[src/rtl/flash_cmd_pkg.sv]
package flash_cmd_pkg;

  typedef enum logic [3:0] {
    OP_NONE       = 4'd0,
    OP_PROG       = 4'd1,
    OP_CHIP_ERASE = 4'd2,
    OP_SECT_ERASE = 4'd3,
    OP_SECT_LOCK  = 4'd4,
    OP_SUSPEND    = 4'd5,
    OP_RESUME     = 4'd6,
    OP_ID_ENTER   = 4'd7,
    OP_ID_EXIT    = 4'd8
  } cmd_op_e;

  typedef enum logic [2:0] {
    S_IDLE,
    S_KEY1,
    S_KEY2,
    S_ARM,
    S_EXT3,
    S_EXT4,
    S_EXT5
  } seq_state_e;

  localparam int unsigned MATCH_AW = 16;
  localparam int unsigned MATCH_DW = 8;

  localparam logic [MATCH_AW-1:0] KEY_ADDR_HI = 16'h5555;
  localparam logic [MATCH_AW-1:0] KEY_ADDR_LO = 16'h2AAA;

  localparam logic [MATCH_DW-1:0] CD_UNLOCK_A = 8'hAA;
  localparam logic [MATCH_DW-1:0] CD_UNLOCK_B = 8'h55;
  localparam logic [MATCH_DW-1:0] CD_PROG     = 8'hA0;
  localparam logic [MATCH_DW-1:0] CD_EXTEND   = 8'h80;
  localparam logic [MATCH_DW-1:0] CD_CHIP     = 8'h10;
  localparam logic [MATCH_DW-1:0] CD_SECTOR   = 8'h30;
  localparam logic [MATCH_DW-1:0] CD_LOCK     = 8'h40;
  localparam logic [MATCH_DW-1:0] CD_SUSPEND  = 8'hB0;
  localparam logic [MATCH_DW-1:0] CD_ID_IN    = 8'h90;
  localparam logic [MATCH_DW-1:0] CD_ID_OUT   = 8'hF0;

endpackage

[src/rtl/flash_key_match.sv]
module flash_key_match
  import flash_cmd_pkg::*;
(
  input  logic [MATCH_AW-1:0] addr_lo,
  input  logic [MATCH_DW-1:0] data_lo,
  output logic                at_hi,
  output logic                at_lo,
  output logic [MATCH_DW-1:0] code
);
  // Only the low slices reach this point.
  always_comb begin
    at_hi = (addr_lo == KEY_ADDR_HI);
    at_lo = (addr_lo == KEY_ADDR_LO);
    code  = data_lo;
  end
endmodule

[src/rtl/flash_seq_fsm.sv]
module flash_seq_fsm
  import flash_cmd_pkg::*;
(
  input  logic                clk,
  input  logic                rst,
  input  logic                fire,
  input  logic                at_hi,
  input  logic                at_lo,
  input  logic [MATCH_DW-1:0] code,
  output cmd_op_e             ev_op,
  output logic                bypass_q,
  output logic                id_q
);
  seq_state_e state_q, state_d;
  logic       bypass_d, id_d;

  always_comb begin
    state_d  = state_q;
    bypass_d = bypass_q;
    id_d     = id_q;
    ev_op    = OP_NONE;
    if (fire) begin
      if (bypass_q) begin
        ev_op = OP_PROG;                     // every write programs
      end else begin
        case (state_q)
          S_IDLE: begin
            if (at_hi && code == CD_UNLOCK_A) state_d = S_KEY1;
            else if (code == CD_SUSPEND)      ev_op = OP_SUSPEND;
            else if (code == CD_SECTOR)       ev_op = OP_RESUME;
            else if (code == CD_ID_OUT) begin
              ev_op = OP_ID_EXIT;
              id_d  = 1'b0;
            end
          end
          S_KEY1: state_d = (at_lo && code == CD_UNLOCK_B) ? S_KEY2 : S_IDLE;
          S_KEY2: begin
            state_d = S_IDLE;
            if (at_hi) begin
              case (code)
                CD_PROG:   state_d = S_ARM;
                CD_EXTEND: state_d = S_EXT3;
                CD_ID_IN: begin
                  ev_op = OP_ID_ENTER;
                  id_d  = 1'b1;
                end
                CD_ID_OUT: begin
                  ev_op = OP_ID_EXIT;
                  id_d  = 1'b0;
                end
                default: state_d = S_IDLE;
              endcase
            end
          end
          S_ARM: begin
            ev_op   = OP_PROG;
            state_d = S_IDLE;
          end
          S_EXT3: state_d = (at_hi && code == CD_UNLOCK_A) ? S_EXT4 : S_IDLE;
          S_EXT4: state_d = (at_lo && code == CD_UNLOCK_B) ? S_EXT5 : S_IDLE;
          S_EXT5: begin
            state_d = S_IDLE;
            if (code == CD_SECTOR)                ev_op = OP_SECT_ERASE;
            else if (code == CD_LOCK)             ev_op = OP_SECT_LOCK;
            else if (at_hi && code == CD_CHIP)    ev_op = OP_CHIP_ERASE;
            else if (at_hi && code == CD_PROG)    bypass_d = 1'b1;
          end
          default: state_d = S_IDLE;
        endcase
      end
    end
  end

  always_ff @(posedge clk) begin
    if (rst) begin
      state_q  <= S_IDLE;
      bypass_q <= 1'b0;
      id_q     <= 1'b0;
    end else begin
      state_q  <= state_d;
      bypass_q <= bypass_d;
      id_q     <= id_d;
    end
  end

  // bypass only leaves through reset
  p_bypass_sticky_r6: assert property (@(posedge clk) disable iff (rst)
    bypass_q |=> bypass_q);

  // without an accepted write nothing moves
  p_hold_without_write_r10: assert property (@(posedge clk) disable iff (rst)
    !fire |=> ($stable(state_q) && $stable(id_q)));

endmodule

[src/rtl/flash_cmd_out.sv]
module flash_cmd_out
  import flash_cmd_pkg::*;
#(
  parameter int unsigned ADDR_W = 20,
  parameter int unsigned DATA_W = 16
) (
  input  logic              clk,
  input  logic              rst,
  input  cmd_op_e           ev_op,
  input  logic [ADDR_W-1:0] addr,
  input  logic [DATA_W-1:0] data,
  output logic              cmd_valid,
  output logic [3:0]        cmd_op,
  output logic [ADDR_W-1:0] cmd_addr,
  output logic [DATA_W-1:0] cmd_data
);
  always_ff @(posedge clk) begin
    if (rst) begin
      cmd_valid <= 1'b0;
      cmd_op    <= OP_NONE;
      cmd_addr  <= '0;
      cmd_data  <= '0;
    end else begin
      cmd_valid <= (ev_op != OP_NONE);
      cmd_op    <= ev_op;
      if (ev_op != OP_NONE) begin
        cmd_addr <= addr;
        cmd_data <= data;
      end
    end
  end

  // a pulse always names a real operation
  p_pulse_named_r2: assert property (@(posedge clk) disable iff (rst)
    cmd_valid |-> (cmd_op != OP_NONE && cmd_op <= OP_ID_EXIT));

endmodule

[src/rtl/flash_id_rom.sv]
module flash_id_rom #(
  parameter int unsigned ADDR_W   = 20,
  parameter int unsigned DATA_W   = 16,
  parameter logic [7:0]  MFR_CODE = 8'h1F,
  parameter logic [7:0]  DEV_CODE = 8'hC0
) (
  input  logic              clk,
  input  logic              rst,
  input  logic              id_active,
  input  logic [ADDR_W-1:0] rd_addr,
  output logic [DATA_W-1:0] id_rdata
);
  localparam logic [ADDR_W-1:0] LOC_MFR = '0;
  localparam logic [ADDR_W-1:0] LOC_DEV = ADDR_W'(1);

  always_ff @(posedge clk) begin
    if (rst) begin
      id_rdata <= '0;
    end else if (id_active && rd_addr == LOC_MFR) begin
      id_rdata <= DATA_W'(MFR_CODE);
    end else if (id_active && rd_addr == LOC_DEV) begin
      id_rdata <= DATA_W'(DEV_CODE);
    end else begin
      id_rdata <= '0;
    end
  end

  // codes appear only while identification mode was on
  p_id_gated_r9: assert property (@(posedge clk) disable iff (rst)
    (id_rdata != '0) |-> $past(id_active));

endmodule

[src/rtl/flash_cmd_decoder.sv]
module flash_cmd_decoder
  import flash_cmd_pkg::*;
#(
  parameter int unsigned ADDR_W   = 20,
  parameter int unsigned DATA_W   = 16,
  parameter logic [7:0]  MFR_CODE = 8'h1F,
  parameter logic [7:0]  DEV_CODE = 8'hC0
) (
  input  logic              clk,
  input  logic              rst,
  input  logic              wr_valid,
  input  logic [ADDR_W-1:0] wr_addr,
  input  logic [DATA_W-1:0] wr_data,
  input  logic              busy,
  input  logic [ADDR_W-1:0] rd_addr,
  output logic              cmd_valid,
  output logic [3:0]        cmd_op,
  output logic [ADDR_W-1:0] cmd_addr,
  output logic [DATA_W-1:0] cmd_data,
  output logic              bypass_active,
  output logic              id_active,
  output logic [DATA_W-1:0] id_rdata
);
  logic                fire;
  logic                at_hi, at_lo;
  logic [MATCH_DW-1:0] code;
  cmd_op_e             ev_op;

  assign fire = wr_valid && !busy;

  flash_key_match u_match (
    .addr_lo (wr_addr[MATCH_AW-1:0]),
    .data_lo (wr_data[MATCH_DW-1:0]),
    .at_hi   (at_hi),
    .at_lo   (at_lo),
    .code    (code)
  );

  flash_seq_fsm u_fsm (
    .clk      (clk),
    .rst      (rst),
    .fire     (fire),
    .at_hi    (at_hi),
    .at_lo    (at_lo),
    .code     (code),
    .ev_op    (ev_op),
    .bypass_q (bypass_active),
    .id_q     (id_active)
  );

  flash_cmd_out #(.ADDR_W(ADDR_W), .DATA_W(DATA_W)) u_out (
    .clk       (clk),
    .rst       (rst),
    .ev_op     (ev_op),
    .addr      (wr_addr),
    .data      (wr_data),
    .cmd_valid (cmd_valid),
    .cmd_op    (cmd_op),
    .cmd_addr  (cmd_addr),
    .cmd_data  (cmd_data)
  );

  flash_id_rom #(.ADDR_W(ADDR_W), .DATA_W(DATA_W),
                 .MFR_CODE(MFR_CODE), .DEV_CODE(DEV_CODE)) u_id (
    .clk       (clk),
    .rst       (rst),
    .id_active (id_active),
    .rd_addr   (rd_addr),
    .id_rdata  (id_rdata)
  );

  // writes under busy never produce a pulse
  p_busy_ignored_r10: assert property (@(posedge clk) disable iff (rst)
    busy |=> !cmd_valid);

  // every pulse follows an accepted write one cycle earlier
  p_pulse_from_write_r2: assert property (@(posedge clk) disable iff (rst)
    cmd_valid |-> $past(wr_valid && !busy));

endmodule

[config.mk]
export PLATFORM = sky130hd
export DESIGN_NAME = flash_cmd_decoder
export DESIGN_NICKNAME = d
export VERILOG_FILES = /design/src/rtl/flash_cmd_pkg.sv /design/src/rtl/flash_key_match.sv /design/src/rtl/flash_seq_fsm.sv /design/src/rtl/flash_cmd_out.sv /design/src/rtl/flash_id_rom.sv /design/src/rtl/flash_cmd_decoder.sv
export SDC_FILE = /design/constraint.sdc
export NUM_CORES = 1
export LEC_CHECK = 0
export CORE_MARGIN = 4
export CORE_UTILIZATION = 43
export CTS_CLUSTER_SIZE = 24
export DETAILED_ROUTE_END_ITERATION = 7
export PLACE_DENSITY = 0.9
export SYNTH_ARGS = -nofsm -noshare
export SYNTH_HDL_FRONTEND = slang
export SYNTH_SLANG_ARGS = --single-unit
[constraint.sdc]
create_clock -name clk -period 2.44 [get_ports clk]
set_input_delay 0.366 -clock clk [delete_from_list [all_inputs] [get_ports clk]]
set_output_delay 0.366 -clock clk [all_outputs]
set_load 0.01 [all_outputs]
==> flow_metrics.py, run 1 <==
metrics = {
    "synthesis": {
        "yosys-top-cells-count": "48 x dfxtp_1, 29 x o21ai_1, 25 x a21oi_2, 20 x nand3_2",
        "synth_area_leaders": "dfxtp_1 35%, a21oi_2 7.9%, nand3_2 7.2%",
        "yosys_warnings": 0,
        "synth-main-ff-cell": "dfxtp_1",
        "syn_area_um2": 2784,
        "synth_most_common_cell": "dfxtp_1",
        "yosys.area.top_type": "dfxtp_1",
        "ys_types": 57,
        "synth-edff-count": 0,
        "yosysSeqAreaShare_pct": 34.52,
        "async_reset_ff_share_pct": 0,
        "syn_avg_cell_area_um2": 9.405,
        "netlist.area_leader.share_pct": 34.52,
        "syn_inst": 296,
        "ys_ff_latch": 48,
    },
    "worst_setup_path": {
        "start_kind": "primary input",
        "cp_num_cells": 9,
        "crit_type": "primary input to register",
        "endpoint_kind": "register",
        "critPathArrivalTime_ns": 2.52,
        "crit_slowest_cell": "clkdlybuf4s50_1",
        "endpoint": "u_out.cmd_addr[17]",
        "cp-startpoint": "wr_data[0]",
        "reg2reg_depth": 8,
        "required_ns": 2.61,
        "reg2reg_to": "u_out.cmd_addr[12]",
        "max_stage_delay_ns": 0.50,
        "crit_family": "buffers and inverters",
        "critical_path.cell_chain": "clkdlybuf4s50_1 -> nor4_4 -> buf_4 -> nand4_2 -> a2111o_1 -> o221a_2 -> buf_12 -> nand3_1 -> a21oi_1",
        "worstPathMaxFanout": 28,
        "r2r_setup_slack_ns": 0.31,
        "r2r_start": "u_fsm.state_q[2]",
        "worst-path-buf-inv": 3,
    },
    "cells_and_area": {
        "drive_above_1_share_pct": 29.70,
        "post-route-util_pct": 66.77,
        "antenna_cells": 0,
        "final_nets": 490,
        "final_area_um2": 4215,
        "areaGrowthSynthToFinish_pct": 51.42,
        "layout.cells.non_filler": 508,
        "n_fill_cell": 522,
    },
    "floorplan": {
        "core_area_um2": 6314,
        "io_pins": 119,
        "rows": 29,
        "initial_core_util_pct": 44.09,
        "dieArea_um2": 7825,
        "die_width_um": 88.46,
        "die_h_um": 88.46,
    },
    "place": {
        "io_buffers": 109,
        "dpl_cell_area_um2": 4104,
        "place_congestion": 0.8393,
        "dp_hpwl_mm": 6.462,
        "dp.cells": 500,
        "dp_slack_ns": -0.2356,
    },
    "detailed_routing": {
        "drtIter0Drc": 106,
        "wl_per_cell_um": 16.31,
        "viasPerCell": 5.411,
        "wirelength_mm": 8.288,
        "vias": 2749,
        "drtAntennaViolNets": 0,
        "drc": 0,
        "drt_first_pass_iters": 4,
    },
    "power_and_ir_drop": {
        "power_density_nw_per_um2": 358.2,
        "ir_drop_mv": 0.2894,
        "power.leakage_nw": 1.437,
        "power_mw": 1.510,
    },
    "clock_network": {
        "cts_hold_repair.buffers": 0,
        "clk_pin_slew_ns": 0.09,
        "clock_latency_ns": 0.30,
        "htree_num_levels": 2,
        "cts_sinks": 48,
        "cts_buffers": 5,
        "cts_tree": "yes",
        "root_buffer": "clkbuf_8",
        "cts_buffer_depth": 2,
    },
    "min_path": {
        "hp-class": "primary input to register",
        "whs_path_depth": 2,
    },
    "global_routing": {
        "antenna_found_initial": 0,
        "grt-ovfl-total": 0,
        "grt_pass1_vias": 2801,
        "grt_pass1_wl_mm": 13.32,
        "grt_usage_pct": 21.75,
        "grt_start_max_net_pins": 35,
    },
    "run": {
        "max_cap_viol_count": 0,
    },
    "timing": {
        "drv_slew": 0,
        "fin_crit_sh_pct": 96.26,
        "period_needed_ns": 2.349,
        "worst_slack_ns": 0.09119,
        "fmax_ghz": 0.4257,
        "skew_ns": 0.01048,
        "setup_tns_ns": 0,
        "whs_ns": 0.4315,
        "hold_violations": 0,
        "setup_viol": 0,
    },
    "run_status": {
        "outcome": "finished clean",
    },
}
registers in the layout (all words and copies together), names as in the netlist:
name	count
u_out.cmd_op	4
u_out.cmd_addr	20
u_out.cmd_valid	1
u_id.id_rdata	2
u_fsm.id_q	1
u_out.cmd_data	16
u_fsm.bypass_q	1
u_fsm.state_q	3
routing by layer:
metal	track usage [%]	share of wire [%]	up-vias
met5	0	0	-
met4	6.456	1.3	0
met3	5.028	9.0	12
met2	37.53	48	111
met1	26.99	41	1272
li1	-	-	1354
final cells by class:
type                            count  area [um2]  share of cell area, %
Clock buffer                        6       82.58                  1.959
Clock inverter                      2       15.01                 0.3562
Inverter                            4       15.01                 0.3562
Multi-Input combinational cell    215        1536                  36.45
Sequential cell                    48       960.9                  22.80
Tap cell                           77       96.34                  2.286
Timing Repair Buffer              156        1509                  35.80
what timing repair did:
| item | in CTS | in global routing |
|---|---|---|
| setup buffers | 0 | 0 |
| gates resized for setup | 0 | 3 |
| setup endpoints to repair | 0 | 29 |
how the worst min path moves through the flow:
stage | startpoint | to | slack [ns]
after floorplan | rd_addr[0] | u_id.id_rdata[3] | 0.44
after global placement | u_out.cmd_addr[0] | u_out.cmd_addr[0] | 0.45
after detailed placement | u_out.cmd_data[9] | u_out.cmd_data[9] | 0.45
after CTS | rst | u_out.cmd_addr[8] | 0.43
after global routing | rst | u_fsm.bypass_q | 0.45
final | rst | u_out.cmd_addr[8] | 0.43
cells by family after synthesis:
family	synth area share, %
DFF	34.52
AOI/OAI and AO/OA	26.11
and+or+nand+nor	27.64
buffers and inverters	11.60
other	0.1347
placed cells by master, fill, tap and decap left out, drive strengths merged, types with 3 or more instances in the layout:
master / instances
a21oi: 41
a41o: 3
and4: 5
and4bb: 4
buf: 48
clkbuf: 6
clkdlybuf4s50: 108
conb: 9
dfxtp: 48
inv: 4
nand2: 5
nand3: 37
nand4: 3
nor2: 12
nor2b: 4
nor3: 9
nor4: 5
nor4b: 3
o21ai: 40
power by group:
part	leakage (nW)	internal (mW)	total, mW	switching, mW
combinational	1.01	0.133	0.218	0.0852
clock	0.0434	0.230	0.506	0.276
sequential	0.386	0.785	0.786	0.00122
total	1.44	1.15	1.51	0.362
Power figures use the tool's default switching activity.
==> run 2: changes to the inputs <==
Settings changed: CAP_MARGIN from default to 10, CORE_ASPECT_RATIO from default to 0.6.
==> run 2 against run 1 <==
Compared with the run above: die area rose by 0.54%; via count rose by 3.6%; cell count rose by 0.98%; sequential power barely moved; critical path type unchanged; largest cell class unchanged; largest power group unchanged; highest routed layer unchanged.
==> flow_metrics.py, run 2 (same netlist as run 1, synthesis figures left out) <==
metrics = {
    "cells_and_area": {
        "final_nets": 488,
        "largest_register": "u_out.cmd_addr",
        "antenna_cells": 0,
        "largestRegisters": "u_out.cmd_addr x20, u_out.cmd_data x16, u_out.cmd_op x4",
        "final_common_cell": "clkdlybuf4s50_1",
        "layout.cells.non_filler": 513,
        "drive_above_1_share_pct": 29.37,
        "layout_common_cells": "107 x clkdlybuf4s50_1, 47 x dfxtp_1, 38 x buf_4",
        "areaGrowthSynthToFinish_pct": 53.48,
        "largest_register_ffs": 20,
    },
    "worst_setup_path": {
        "required_ns": 2.60,
        "reg2reg_depth": 8,
        "worstPathMaxFanout": 18,
        "crit_type": "primary input to register",
        "r2r_setup_slack_ns": 0.22,
        "r2r_start": "u_fsm.state_q[1]",
        "critPathArrivalTime_ns": 2.57,
        "start_kind": "primary input",
        "endpoint_kind": "register",
        "reg2reg_to": "u_out.cmd_addr[4]",
    },
    "global_routing": {
        "grt_usage_pct": 20.98,
        "antenna_found_initial": 0,
        "grt-ovfl-total": 0,
        "grt_start_max_net_pins": 38,
        "grt_pass1_wl_mm": 13.68,
        "grt_pass1_vias": 2713,
    },
    "floorplan": {
        "initial_core_util_pct": 44.95,
        "dieArea_um2": 7868,
        "rows": 22,
        "die_h_um": 70.33,
        "core_area_um2": 6193,
        "die_width_um": 111.9,
        "io_pins": 119,
    },
    "detailed_routing": {
        "dr_wl_met3_um": 767,
        "wl_met2_mm": 4.261,
        "drt_first_pass_iters": 4,
        "wl_met1_mm": 3.857,
        "viasPerCell": 5.552,
        "vias": 2848,
        "drtAntennaViolNets": 0,
        "wl_per_cell_um": 17.49,
        "drc": 0,
        "top_layer_used": "met4",
        "drtIter0Drc": 281,
        "wirelength_mm": 8.973,
    },
    "timing": {
        "relSlewSlack_pct": 59.20,
        "rsz0062_at_grt": "true",
        "setup_tns_ns": 0,
        "skew_ns": 0.004380,
        "fin_crit_sh_pct": 98.58,
        "hold_violations": 0,
        "period_needed_ns": 2.405,
        "fmax_ghz": 0.4158,
        "setup_viol": 0,
        "drv_slew": 0,
        "tightest_slew_ns": 0.6119,
    },
    "clock_network": {
        "cts_tree": "yes",
        "root_buffer": "clkbuf_8",
        "clock_latency_ns": 0.30,
        "cts_buffers": 5,
        "htree_num_levels": 2,
        "cts_buffer_depth": 2,
        "clk_pin_slew_ns": 0.09,
        "post-cts-setup-buffers": 0,
        "cts_sinks": 48,
    },
    "power_and_ir_drop": {
        "power_mw": 1.586,
        "power_density_nw_per_um2": 371.1,
        "power.leakage_nw": 1.464,
        "ir_drop_mv": 0.3378,
    },
    "place": {
        "dp_hpwl_mm": 6.637,
        "io_buffers": 109,
        "dp.cells": 504,
        "place_congestion": 0.9250,
    },
    "run": {
        "max_cap_viol_count": 0,
    },
    "min_path": {
        "hp-class": "register to register",
        "whs_path_depth": 2,
        "hold_end": "u_out.cmd_addr[2]",
        "hold_path.startpoint": "u_out.cmd_addr[2]",
    },
    "run_status": {
        "outcome": "finished clean",
    },
}
run 2: power by group:
part           internal, mW  switching (mW)  total [mW]
clock network         0.305           0.269       0.573
registers             0.785         0.00131       0.786
logic                 0.136          0.0909       0.227
run 2: worst max-delay path by stage:
stage,start,end,depth (start not counted)
after floorplan,wr_data[0],u_out.cmd_addr[2],8
after CTS,wr_data[1],u_out.cmd_addr[17],9
after global placement,wr_data[1],u_out.cmd_addr[11],9
after global routing,wr_data[0],u_out.cmd_addr[14],10
final,wr_data[2],u_out.cmd_addr[12],11
after detailed placement,wr_data[1],u_out.cmd_addr[17],9
run 2: critical path, stage by stage:
cell	delay (ns)
clkdlybuf4s50_1	0.45
buf_4	0.17
nor4_4	0.32
buf_4	0.19
nand2_2	0.05
a2111oi_4	0.34
buf_4	0.18
a22oi_2	0.15
buf_12	0.20
nand3_1	0.08
a21oi_1	0.06
run 2: cell type report:
class	count	area, um2
clock inverter	2	35.03
multi-input combinational	215	1564
tap	84	105.1
inverter	4	15.01
fill	480	1921
clock buffer	6	72.57
sequential	48	962.2
timing repair buffer	154	1519
run 2: repair_timing:
action,CTS,global route
setup endpoints to repair,0,36
hold buffers,0,0
resized for setup,0,7
hold endpoints to repair,0,0
run 2: metal layers:
layer / up-vias / track usage [%]
met2: 121 / 34.99
met4: 0 / 3.644
met5: - / 0
met1: 1365 / 28.08
met3: 10 / 4.762
li1: 1352 / -
run 2: per-stage QoR:
step / setup slack, ns / area [um2] / hold WS [ns] / util (%)
2_1_floorplan: 0.3577 / 2814 / 0.4440 / -
3_3_place_gp: -0.1724 / 4103 / 0.4486 / 66.24
3_5_place_dp: -0.2975 / 4103 / 0.4533 / 66.24
4_1_cts: 0.01548 / 4210 / 0.4665 / 67.98
5_1_grt: -0.04342 / 4273 / 0.4828 / 68.99
6_report: 0.03472 / 4273 / 0.4641 / 68.99
